==> src/rtl/hb_status_encoder.sv <==
`timescale 1ns/1ps
module hb_status_encoder #(
  parameter int GRP_CH = 6
) (
  input  logic                  clk,
  input  logic                  rst_n,
  input  logic [2*GRP_CH-1:0]   ch_en,
  input  logic [2*GRP_CH-1:0]   oc_evt,
  input  logic [2*GRP_CH-1:0]   ul_evt,
  input  logic                  supply_fail,
  input  logic                  therm_sd,
  input  logic                  therm_warn,
  input  logic                  grp_sel,
  input  logic                  clr_req,
  output logic [2*GRP_CH+3:0]   stat_word,
  output logic                  tsd_bit
);
  localparam int NUM_CH = 2 * GRP_CH;
  localparam logic [1:0] ST_OFF = 2'b00;
  localparam logic [1:0] ST_OC  = 2'b01;
  localparam logic [1:0] ST_UL  = 2'b10;
  localparam logic [1:0] ST_ON  = 2'b11;

  logic [NUM_CH-1:0][1:0] st, st_nx;
  logic [NUM_CH-1:0]      clr_mask;
  logic                   tsd_q;
  logic [GRP_CH-1:0][1:0] sel_code;
  logic                   oc_any, ul_any;

  wire force_off = supply_fail | therm_sd | tsd_q;

  assign clr_mask = !clr_req ? '0 :
                    grp_sel  ? {{GRP_CH{1'b1}}, {GRP_CH{1'b0}}}
                             : {{GRP_CH{1'b0}}, {GRP_CH{1'b1}}};

  always_comb begin
    for (int i = 0; i < NUM_CH; i++) begin
      st_nx[i] = st[i];
      if (force_off)
        st_nx[i] = ST_OFF;
      else case (st[i])
        ST_OFF: if (ch_en[i]) st_nx[i] = ST_ON;
        ST_ON: begin
          if (!ch_en[i])     st_nx[i] = ST_OFF;
          else if (oc_evt[i]) st_nx[i] = ST_OC;
          else if (ul_evt[i]) st_nx[i] = ST_UL;
        end
        ST_UL: begin
          if (oc_evt[i])        st_nx[i] = ST_OC;
          else if (clr_mask[i]) st_nx[i] = ch_en[i] ? ST_ON : ST_OFF;
        end
        default: if (clr_mask[i]) st_nx[i] = ch_en[i] ? ST_ON : ST_OFF;
      endcase
    end
  end

  always_ff @(posedge clk or negedge rst_n)
    if (!rst_n) st <= '0;
    else        st <= st_nx;

  always_ff @(posedge clk or negedge rst_n)
    if (!rst_n)        tsd_q <= 1'b0;
    else if (therm_sd) tsd_q <= 1'b1;
    else if (clr_req)  tsd_q <= 1'b0;

  always_comb begin
    oc_any = 1'b0;
    ul_any = 1'b0;
    for (int k = 0; k < GRP_CH; k++) begin
      sel_code[k] = grp_sel ? st[k + GRP_CH] : st[k];
      oc_any |= (sel_code[k] == ST_OC);
      ul_any |= (sel_code[k] == ST_UL);
    end
  end

  assign stat_word = {oc_any, supply_fail, ul_any, sel_code, therm_warn};
  assign tsd_bit   = tsd_q;

  genvar g;
  for (g = 0; g < NUM_CH; g++) begin : g_chk

    no_oc_to_ul_chk: assert property (@(posedge clk) disable iff (!rst_n)
      st[g] == ST_OC |=> st[g] != ST_UL);

    en_up_chk: assert property (@(posedge clk) disable iff (!rst_n)
      (st[g] == ST_OFF && ch_en[g] && !force_off) |=> st[g] == ST_ON);

    oc_wins_chk: assert property (@(posedge clk) disable iff (!rst_n)
      (st[g] == ST_ON && ch_en[g] && oc_evt[g] && !force_off) |=> st[g] == ST_OC);
  end


  supply_off_chk: assert property (@(posedge clk) disable iff (!rst_n)
    supply_fail |=> st == '0);

  tsd_set_chk: assert property (@(posedge clk) disable iff (!rst_n)
    therm_sd |=> tsd_bit);

  tsd_hold_chk: assert property (@(posedge clk) disable iff (!rst_n)
    (tsd_bit && !clr_req) |=> tsd_bit);
endmodule

==> config.mk <==
export PLATFORM = sky130hd
export DESIGN_NAME = hb_status_encoder
export DESIGN_NICKNAME = d
export VERILOG_FILES = /design/src/rtl/hb_status_encoder.sv
export SDC_FILE = /design/constraint.sdc
export NUM_CORES = 1
export LEC_CHECK = 0
export ABC_CLOCK_PERIOD_IN_PS = 1640
export BUFFER_PORTS_ARGS = -buffer_cell sky130_fd_sc_hd__buf_2
export CAP_MARGIN = 20
export CORE_MARGIN = 5
export CORE_UTILIZATION = 25
export DETAILED_ROUTE_END_ITERATION = 16
export PLACE_DENSITY = 0.46
export SETUP_SLACK_MARGIN = 0.02
export SKIP_LAST_GASP = 1
export SYNTH_ARGS = -nofsm -noshare
export SYNTH_HDL_FRONTEND = slang
export SYNTH_SLANG_ARGS = --single-unit
export TNS_END_PERCENT = 100
==> constraint.sdc <==
create_clock -name clk -period 1.64 [get_ports clk]
set_input_delay 0.328 -clock clk [delete_from_list [all_inputs] [get_ports clk]]
set_output_delay 0.328 -clock clk [all_outputs]
set_load 0.01 [all_outputs]
==> run summary <==
The placed instances occupy a cell area of 2432 um2. Tracing the worst setup path back leads to its startpoint at st[8]$_DFFE_PN0P_. The buffer depth of the longest clock path is 2.

The first global-routing pass estimated 10450 um of wire. The number of flops mapped to enable cells by yosys works out to 0. The fraction of layout cells with a size suffix above 1 came out at 0.3773. After detailed routing, the number of remaining DRC violations is 0.

For the proportion of synthesized chip area in sequential cells, the log shows 0.3209. Average wire per cell in the routed design: 15.41 um. STA classifies the critical path endpoint as a primary output. The internal power of the cells totals 0.0009962 W.

Yosys instantiated no cell more often than sky130_fd_sc_hd__inv_1. 0 antenna diodes ended up in the layout. The count of final hold-check violations was 0. The number of global-route vias before repair is 2085, and the combinational group share of total power is 0.278. The kind of path behind the tightest hold check is in -> async. The initial antenna violation count was 0.

The number of clock buffers added by TritonCTS is 3. For this run the aggregate overflow at the end of global routing stands at 0. Count of synthesis-stage warnings from yosys: 0. Summed over all instances, the cell type with the most area after synthesis is sky130_fd_sc_hd__dfrtp_1. The worst IR drop on VDD came out at 0.2785 mV. The area growth from synthesis to layout came out at 35.11%.

The clock reaches the later pin of the worst-skew pair after 270 ps. Each instance of the synthesized netlist takes up on average 7.957 um2. The final layout contains 370 nets.

The flow ran to the end, but the final reports show violations. The routed wire length was 6594 um. Setup repair after global routing could not meet its margin everywhere. The routability congestion estimate from global placement was 0.7913; the HPWL after detailed placement was 5019 um. The startpoint type of the worst setup path is a flip-flop.

The commonest cells after synthesis are 26 x sky130_fd_sc_hd__inv_1, 25 x sky130_fd_sc_hd__dfrtp_1, 24 x sky130_fd_sc_hd__o21ai_0. Timing would allow up to 566.9 MHz. The floorplan has 32 rows. The area of the die is 9664 um2. After clock tree synthesis, the clock-pin slew on the worst setup and hold paths is 90 ps. The logs give 0.2549 for the starting density of the core and 113 for the DRC marker count from the first detailed-route iteration. The part of the cycle the worst path needs is 1.076, and the die width is 98.31 um. The analysis attributes to net switching a power of 0.0004438 W. The part of the total power dissipated in sequential elements was 0.453; the arrival time at the worst endpoint was 1440 ps. For the overall via count from detail_route, the log shows 2151.

TritonCTS built the clock tree. In this run, placement finished with an instance count of 411. In this run the tool buffered the top-level ports with 57 buffer cells.

Among all flip-flop cells after synthesis, the most frequent one is sky130_fd_sc_hd__dfrtp_1. For the number of H-tree levels, the log shows 1. The cell sitting at the root of the clock tree is a sky130_fd_sc_hd__clkbuf_8. Async set-reset flop share out of synthesis: 1.000. Entering global routing, the biggest net connects 26 pins. Data on the critical path is required at its endpoint by 1310 ps. The worst setup slack after layout is -124.1 ps. The post-route minimum period was 1764 ps. The run gives 0 as the count of final max-slew check failures.

The final setup TNS was -184.1 ps; the power density relative to cell area was 546.8 nW/um2. The headroom to the max-slew limit was 0.5917; the worst setup skew after layout was 2.853 ps. Hold is met by 52.30 ps. Counting every instance in the synthesized netlist gives 245.

The total I/O pin count is 60. In this run, synthesis produced a sequential element count of 25. The tools report the global-route usage over all layers as 0.1333. The tool flagged a number of max-cap violations equal to 0. The post-synth design cell area was 1949 um2. The clock share of power is 0.269, and the post-synthesis net count is 288. By area the synthesized netlist is led by sky130_fd_sc_hd__dfrtp_1 32%, sky130_fd_sc_hd__o22ai_1 6.4%, sky130_fd_sc_hd__o21ai_0 6.2%, sky130_fd_sc_hd__a22oi_1 6.2%, sky130_fd_sc_hd__inv_1 5.0%. The final design instance area without fill was 2634 um2; the overall die height was 98.31 um.

For the number of search-and-repair iterations in the first detailed-routing pass, the log shows 4. In the routed layout, each cell is associated on average with a via count of 5.026. The checks that failed: setup timing. Setup violations remaining at the end of the flow were counted as 2. The region available for standard cell placement spans 7647 um2. In this run the static leakage power is 1.246 nW. For the pin with the worst max-slew slack, the measured transition is 612.5 ps. The synthesized netlist contains 37 unique library cells. Type of the setup path with the least slack: reg -> out. The count of non-filler cells in the finished layout came out at 428. The run gives 25 as the clock sink count. The detail route stage leaves a number of antenna-violating nets equal to 0. The fraction of synthesized cell area taken by the top area cell type is 0.3209.

The fraction of power spent switching nets is 0.3082. The worst register-to-register path begins at tsd_bit$_DFFE_PN0P_. The peak fanout along the critical path came out at 4.
## sequential cells by signal, indices dropped and copies added, names as in the netlist
signal and cells:
st 24, tsd_bit 1
## final timing paths
path	depth (start not counted)	slack (ps)	endpoint
setup / recovery	5	-120	stat_word[13]
hold / removal	1	50	st[18]$_DFFE_PN0P_
setup reg to reg	3	240	st[18]$_DFFE_PN0P_
hold reg to reg	1	530	tsd_bit$_DFFE_PN0P_
max in group asynchronous	1	1150	st[1]$_DFFE_PN0P_
min in group clk	2	260	tsd_bit$_DFFE_PN0P_
## through the flow
| step | util | power (W) | setup slack, ps |
|---|---|---|---|
| floorplan | - | 0.0008803 | 253.8 |
| global placement | 0.3181 | 0.001039 | 77.78 |
| detailed placement | 0.3181 | 0.001040 | 98.10 |
| CTS | 0.3302 | 0.001446 | -124.4 |
| global route | 0.3444 | 0.001526 | -203.0 |
| finish | 0.3444 | 0.001440 | -124.1 |
## logic make-up (layout without fill, tap and decap cells)
family	after synthesis	in the layout	share of synthesized area
simple gates	69	69	0.1778
buf+inv	39	120	0.09756
mux	5	5	0.02696
flops	25	25	0.3209
compound gates	107	107	0.3768
## placed cells by master, fill, tap and decap left out, types with 2 or more instances in the layout
| cell | synthesis | layout |
|---|---|---|
| sky130_fd_sc_hd__a22oi_2 | 0 | 2 |
| sky130_fd_sc_hd__a221oi_2 | 4 | 4 |
| sky130_fd_sc_hd__mux2_2 | 2 | 2 |
| sky130_fd_sc_hd__nand2_1 | 15 | 15 |
| sky130_fd_sc_hd__nor3_1 | 6 | 5 |
| sky130_fd_sc_hd__o21ai_1 | 11 | 13 |
| sky130_fd_sc_hd__buf_2 | 2 | 57 |
| sky130_fd_sc_hd__o22ai_1 | 20 | 17 |
| sky130_fd_sc_hd__o2bb2ai_1 | 4 | 4 |
| sky130_fd_sc_hd__a32oi_1 | 5 | 5 |
| sky130_fd_sc_hd__o22ai_2 | 4 | 7 |
| sky130_fd_sc_hd__a221oi_1 | 2 | 2 |
| sky130_fd_sc_hd__buf_4 | 5 | 30 |
| sky130_fd_sc_hd__mux2i_1 | 3 | 3 |
| sky130_fd_sc_hd__a22oi_1 | 16 | 14 |
| sky130_fd_sc_hd__a31oi_1 | 2 | 2 |
| sky130_fd_sc_hd__dfrtp_2 | 0 | 2 |
| sky130_fd_sc_hd__dfrtp_1 | 25 | 23 |
| sky130_fd_sc_hd__nand2b_1 | 15 | 15 |
| sky130_fd_sc_hd__o21ai_0 | 24 | 22 |
| sky130_fd_sc_hd__and3_1 | 3 | 3 |
| sky130_fd_sc_hd__inv_2 | 0 | 9 |
| sky130_fd_sc_hd__buf_6 | 3 | 2 |
| sky130_fd_sc_hd__inv_1 | 26 | 17 |
| sky130_fd_sc_hd__a21oi_1 | 9 | 9 |
| sky130_fd_sc_hd__nor2_1 | 23 | 23 |
| sky130_fd_sc_hd__clkbuf_8 | 0 | 3 |
## worst max-delay path, cell delays in order, from the launching register on
cell	delay, ps
sky130_fd_sc_hd__dfrtp_1	370
sky130_fd_sc_hd__inv_2	60
sky130_fd_sc_hd__a22oi_2	170
sky130_fd_sc_hd__nor4bb_4	330
sky130_fd_sc_hd__a31oi_1	80
sky130_fd_sc_hd__buf_2	160
## area by class of cell
| class | count | area [um2] |
|---|---|---|
| fillers | 833 | 5014 |
| well taps | 102 | 127.6 |
| clock buffers | 4 | 45.04 |
| flip-flops and latches | 25 | 628.1 |
| multi-input cells | 181 | 1182 |
| repair buffers | 90 | 553.0 |
| inverters | 26 | 97.59 |
## metal layers
| metal | up-vias | track usage | part of all wire |
|---|---|---|---|
| li1 | 1070 | - | - |
| met1 | 1017 | 0.1746 | 0.46 |
| met2 | 56 | 0.2246 | 0.48 |
| met3 | 8 | 0.02143 | 0.040 |
| met4 | 0 | 0.04097 | 0.019 |
| met5 | - | 0 | 0 |
## power by group through the flow
stage / Combinational (W) / Sequential [W] / Clock (W)
2_1_floorplan: 0.000216 / 0.000665 / 0
3_3_place_gp: 0.000375 / 0.000663 / 0
3_5_place_dp: 0.000376 / 0.000664 / 0
4_1_cts: 0.000390 / 0.000652 / 0.000404
5_1_grt: 0.000445 / 0.000655 / 0.000426
6_report: 0.000401 / 0.000652 / 0.000387
## repair_timing
| item | 4_1_cts | 5_1_grt |
|---|---|---|
| setup buffers | 3 | 10 |
| setup endpoints to repair | 3 | 4 |
| pin swaps | 1 | 5 |
| gates resized for setup | 10 | 13 |
| hold buffers | 0 | 0 |
| endpoints found under the hold margin | 0 | 0 |
| gates cloned | 0 | 0 |
(Power assumes the default switching activity.)
